<file path="config.mk">
export PLATFORM = sky130hd
export DESIGN_NAME = tsense_capture
export DESIGN_NICKNAME = d
export VERILOG_FILES = /design/src/rtl/tsc_pkg.sv /design/src/rtl/tsc_policy.sv /design/src/rtl/tsc_capture.sv /design/src/rtl/tsc_convert.sv /design/src/rtl/tsense_capture.sv
export SDC_FILE = /design/constraint.sdc
export NUM_CORES = 1
export LEC_CHECK = 0
export BUFFER_PORTS_ARGS = -buffer_cell sky130_fd_sc_hd__clkbuf_2
export CELL_PAD_IN_SITES_DETAIL_PLACEMENT = 1
export CELL_PAD_IN_SITES_GLOBAL_PLACEMENT = 1
export CORE_ASPECT_RATIO = 0.8
export CORE_MARGIN = 2
export CORE_UTILIZATION = 30
export CTS_CLUSTER_DIAMETER = 50
export DETAILED_ROUTE_END_ITERATION = 7
export PLACE_DENSITY = 0.57
export SETUP_SLACK_MARGIN = 0.3
export SYNTH_ARGS = -nofsm -noshare
export SYNTH_HDL_FRONTEND = slang
export SYNTH_SLANG_ARGS = --single-unit
</file>
<file path="constraint.sdc">
create_clock -name clk -period 13 [get_ports clk]
set_clock_uncertainty 0.2 [all_clocks]
set_input_delay 0.65 -clock clk [delete_from_list [all_inputs] [get_ports clk]]
set_output_delay 0.65 -clock clk [all_outputs]
set_load 0.01 [all_outputs]
</file>
<file path="src/rtl/tsc_pkg.sv">
package tsc_pkg;

    localparam int CODE_W  = 10;
    localparam int TEMP_W  = 10;
    localparam int SCALE   = 708;
    localparam int FRAC_W  = 10;
    localparam int OFFSET  = 273;
    localparam int PROD_W  = CODE_W + FRAC_W;

    typedef logic [CODE_W-1:0]        code_t;
    typedef logic signed [TEMP_W-1:0] temp_t;

    typedef struct packed {
        logic  valid;
        code_t code;
    } sample_t;

    localparam sample_t SAMPLE_IDLE = '{valid: 1'b0, code: '0};

    function automatic temp_t to_celsius(input code_t c);
        logic [PROD_W-1:0] prod;
        logic [PROD_W-1:0] whole;
        int                deg;
        prod  = PROD_W'(c) * PROD_W'(SCALE);
        whole = prod >> FRAC_W;
        deg   = int'(whole) - OFFSET;
        return temp_t'(deg);
    endfunction

endpackage

</file>
<file path="src/rtl/tsc_policy.sv">
module tsc_policy (
    input  logic rst,
    input  logic sense_en,
    output logic sensor_en,
    output logic sensor_rst
);
    always_comb begin
        sensor_en  = sense_en & ~rst;
        sensor_rst = rst | ~sense_en;
    end
endmodule

</file>
<file path="src/rtl/tsc_capture.sv">
module tsc_capture
    import tsc_pkg::*;
(
    input  logic    clk,
    input  logic    rst,
    input  logic    enable,
    input  logic    strobe,
    input  code_t   raw,
    output sample_t held
);
    always_ff @(posedge clk) begin
        if (rst || !enable) begin
            held <= SAMPLE_IDLE;
        end else if (strobe) begin
            held.code  <= raw;
            held.valid <= 1'b1;
        end
    end
endmodule

</file>
<file path="src/rtl/tsc_convert.sv">
module tsc_convert
    import tsc_pkg::*;
(
    input  logic  clk,
    input  logic  rst,
    input  code_t code,
    output temp_t degrees
);
    temp_t next_deg;

    always_comb next_deg = to_celsius(code);

    always_ff @(posedge clk) begin
        if (rst) degrees <= to_celsius('0);
        else     degrees <= next_deg;
    end
endmodule

</file>
<file path="src/rtl/tsense_capture.sv">
module tsense_capture
    import tsc_pkg::*;
(
    input  logic        clk,
    input  logic        rst,
    input  logic        sense_en,
    input  logic        eoc,
    input  logic [9:0]  code_i,
    output logic        sensor_en_o,
    output logic        sensor_rst_o,
    output logic [9:0]  code_o,
    output logic        valid_o,
    output logic signed [9:0] temp_o
);
    sample_t held;
    temp_t   deg;

    tsc_policy u_policy (
        .rst        (rst),
        .sense_en   (sense_en),
        .sensor_en  (sensor_en_o),
        .sensor_rst (sensor_rst_o)
    );

    tsc_capture u_capture (
        .clk    (clk),
        .rst    (rst),
        .enable (sense_en),
        .strobe (eoc),
        .raw    (code_i),
        .held   (held)
    );

    tsc_convert u_convert (
        .clk     (clk),
        .rst     (rst),
        .code    (held.code),
        .degrees (deg)
    );

    assign code_o  = held.code;
    assign valid_o = held.valid;
    assign temp_o  = deg;
endmodule

</file>
== Word-level counts from Yosys, hierarchy flattened ==
Index checks and enable logic that the tools add are counted.
Operators by class
  add/sub/neg operators: 1
  multipliers: 1
  bitwise operators: 4
  reductions and logical operators: 2
Operators by type and width (number)
  $mul A10 B8 Y18 const B: 1
  $sub A10 B9 Y10 const B: 1
  $not A1 Y1: 2
  $and A1 B1 Y1: 1
  $logic_not A1 Y1: 1
  $logic_or A1 B1 Y1: 1
  $or A1 B1 Y1: 1
Word-level totals
  register bits: 21
  bits of input ports: 14
  output and inout port bits: 23

== Logic depth before layout (Yosys ltp) ==
  depth in word-level cells: 2
  depth in mapped cells: 15

== Modules after synthesis ==
Synthesis repeated with hierarchy kept, for this count alone.
Unflattened totals
  cells, all modules: 232
  area, all modules: 2159.6 µm²
Modules (own cells, without submodules)
  tsc_convert: instances 1, cells an instance 194, area an instance 1759.2 µm², seq. area each 200.2 µm²
  tsc_capture: instances 1, cells an instance 36, area an instance 387.9 µm², seq. area each 220.2 µm²
  tsc_policy: instances 1, cells an instance 2, area an instance 12.5 µm², seq. area each 0.0 µm²

== Worst setup path after synthesis ==
No wires, ideal clock.
  kind: register to register
  from: register u_capture.held[1] (netlist name)
  to: register u_convert.degrees[8]
  setup time: 0.126 ns
  data arrival time: 3.977 ns
  required time: 12.674 ns
  path slack: 8.697 ns
  cell stages (with the launch flop): 15
  buffers on the path: 0
  cells stage by stage: dfxtp_1 > ha_1 > inv_1 > fa_1 > inv_1 > fa_1 > ha_1 > ha_1 > and3_4 > a221oi_4 > o211ai_2 > a222oi_1 > o31ai_2 > nor4_1 > nor3_2
Between the ends
  longest elaborated chain between the ends: 2
RTL lines
  $mul A10 B8 Y18: line tsc_pkg.sv:24  | prod = PROD_W'(c) * PROD_W'(SCALE);
  $sub A10 B9 Y10: line tsc_pkg.sv:26  | deg = int'(whole) - OFFSET;
  end signal, assigned: line tsc_convert.sv:14  | if (rst) degrees <= to_celsius('0);
  end signal, assigned: line tsc_convert.sv:15  | else degrees <= next_deg;
  end, declared: line tsc_convert.sv:7  | output temp_t degrees
Every way passes these cells.
A chain may end at the register's enable or synchronous reset.

== Worst setup path in the final report ==
  from: register u_capture.held[3] (netlist name)
  to: register u_convert.degrees[8]
Between the ends
  longest elaborated chain between the ends: 2
RTL lines (line)
  $mul A10 B8 Y18: tsc_pkg.sv:24
  $sub A10 B9 Y10: tsc_pkg.sv:26
Every way passes these cells.

==> metrics.txt <==
fin nets 327; Final ANT Viol Nets 0; kind of critical path reg -> reg; vias after detailed routing 1701; CTS sink count 21; met2 usage 21.8%; Max-Slew Margin vs Limit 58.5%; clock input transition at the sequential cells of the worst setup and hold paths 90 ps; most used cells in the layout excluding fill and tap cells ha_1, clkbuf_2, inv_1; number of CTS-inserted buffers 3; Overflow after GRT 0; syn_nets 291; library cell contributing the largest single delay on the critical path fa_1; share of layout cells above drive strength 1 19.2%; Avg Synthesized Cell Area 9.26 um^2; core footprint 6790 um^2; yosys synthesis warning count 0; commonest register cell after synthesis dfxtp_1; final-layout worst hold slack 280 ps; fraction of met3 tracks used by global routing 0.534%; number of hold-slack violations in the final timing report 0; leakage power of the design 1.28 nW; total standard cell area after synthesis 2080 um^2; wire length of the first global-routing pass 8290 um; status finished, final reports clean; critical path data arrival time 4640 ps; CTS tree done; clock network latency to the later pin of the worst-skew pair 270 ps; buffers inserted by post-CTS timing repair 0; DRT Pass-1 Iters 4; area share of the largest cell type after synthesis 24.6%; part of the Yosys area used for sequential elements 20.2%; cell area after placement 2350 um^2; Total Neg Setup Slack 0 ps; starting utilization of the core area 30.7%; post-synthesis cell type count 46; Synth async-reset ratio 0%; width of the die 97.2 um; WP data required 12960 ps; fin crit period 4680 ps; net switching share of the total power 34.5%; Final Instance Area 2400 um^2; max-slew violation count 0; worst voltage drop across the vdd grid 0.0229 mV; GR Util All Layers 13.3%; critical-path cell list ha_1 > inv_1 > fa_1 > inv_1 > fa_1 > ha_1 > ha_1 > and3_4 > a221oi_4 > o211ai_2 > a222oi_1 > o31ai_2 > nor4_1 > nor3_2; Area contributors post-synth ha_1, dfxtp_1, fa_1; share of the clock period used by the worst path 36.0%; ANT cells 0; Mapped Cells 225; Routed Wire Length 4830 um; via count of the first global-routing pass 1710; number of port buffers 36; kind of cell adding the most delay to the critical path adder cells; count of cells resized by post-cts repair 0; Bufs and invs on worst path 2; number of synthesized register bits 21; largest net degree at the start of global routing 14; Tightest Hold Check Type reg -> reg; Filler cells 797; die area 7640 um^2; Final setup violation count 0; largest fanout of any net on the critical path 7; CP dominant cell by count ha_1; H-Tree Level Count 1; vias per cell 4.90; sequential fraction of design power 41.2%; largest area contributor in the synthesized netlist ha_1; share of total power in the clock network 25.3%; ratio of total power to cell area 74.5 nW/um^2; weighted congestion at the end of routability-driven global placement 0.786; number of buffers inserted for hold repair after clock tree synthesis 0; busiest grt layer met2; # rows 27; sort of element at the start of the critical path flip-flop; Detailed Place HPWL 4160 um; setup repair after global routing missed its margin false; number of enable-type register cells in the synthesized netlist 0; iteration-0 DRC count of the detailed router 60; reported net switching power 0.0000616 W; core utilization of the finished layout 35.3%; Pint 0.000117 W; critical path endpoint category flip-flop; y dimension of the die 78.6 um; boundary pin count 37; most frequent standard cell in the layout excluding fill and tap cells ha_1; Layout Area Growth over Synthesis 15.0%; met1 track utilization from global routing 19.1%; worst slew pin tran 619 ps; CTS Buffer Depth 2; max-cap viol count 0; power share of the combinational group 33.5%; Max stage delay on crit path 500 ps; clock tree root driver cell clkbuf_8; Fmax achieved 214 MHz; DRC Markers 0; antenna violations before repair 0; wire length per cell 13.9 um
registers in the layout (all words and copies together) (netlist names):
name / cells
u_capture.held: 11
u_convert.degrees: 10
final cells by class:
type,count,area [um^2],share of cell area [%]
Sequential cell,21,420,17.5
Timing Repair Buffer,36,180,7.52
Tap cell,87,109,4.54
Clock buffer,3,41.3,1.72
Inverter,31,116,4.85
Multi-Input combinational cell,168,1530,63.6
Clock inverter,1,5.00,0.209
metrics by stage:
step	worst slack, ps	power [W]	cells
6_report	8320	0.000179	347
5_1_grt	8070	0.000192	347
4_1_cts	8310	0.000182	347
3_5_place_dp	8340	0.000136	343
3_3_place_gp	8370	0.000135	343
2_1_floorplan	8700	0.000117	225
cell families (layout without fill, tap and decap cells):
| logic type | after synthesis | in the layout | share of synthesized area, % |
|---|---|---|---|
| AO/OA/AOI/OAI | 38 | 38 | 15.6 |
| XOR/XNOR | 9 | 9 | 3.78 |
| adder cells (fa/ha/maj) | 52 | 52 | 35.2 |
| buffers and inverters | 36 | 71 | 6.66 |
| flip-flops | 21 | 21 | 20.2 |
| multiplexers | 11 | 11 | 5.28 |
| AND/OR/NAND/NOR | 58 | 58 | 13.3 |
final timing paths:
path                      startpoint                   end  slack, ps  cells past startpoint
setup reg to reg   u_capture.held[3]  u_convert.degrees[8]       8320                     14
setup / recovery   u_capture.held[3]  u_convert.degrees[8]       8320                     14
hold reg to reg   u_capture.held[10]    u_capture.held[10]        280                      2
hold / removal    u_capture.held[10]    u_capture.held[10]        280                      2
cell usage after synthesis, types with 2 or more instances:
cell type / n
ha_1: 41
inv_1: 31
dfxtp_1: 21
nor2_1: 21
nand2_1: 13
fa_1: 11
mux2i_1: 11
nand3_1: 8
o21ai_0: 6
xor2_1: 5
a211oi_1: 4
o21a_1: 4
xnor2_1: 4
and3_1: 3
buf_2: 3
nand4_1: 3
a211o_1: 2
a21oi_1: 2
and2_1: 2
o2111ai_1: 2
o31a_1: 2
o31ai_2: 2
per-layer routing:
layer	vias to the layer above	wire length (um)
met2	11	2240
met5	-	0
met1	824	2500
met3	4	47
li1	862	-
met4	0	50
worst reg2reg max path: cells and delay by family, from the launching register on:
kind	cells	cell delay (ps)
fa+ha+maj	5	1990
buf+inv	2	100
flops	1	380
compound gates	4	1270
simple gates	3	650
power groups by stage:
stage	clock [W]	combinational [W]	sequential, W
3_3_place_gp	0	0.0000598	0.0000750
6_report	0.0000452	0.0000597	0.0000736
2_1_floorplan	0	0.0000392	0.0000774
4_1_cts	0.0000469	0.0000610	0.0000739
5_1_grt	0.0000496	0.0000677	0.0000743
3_5_place_dp	0	0.0000606	0.0000754
No activity file was read; power rests on OpenSTA's default activity.
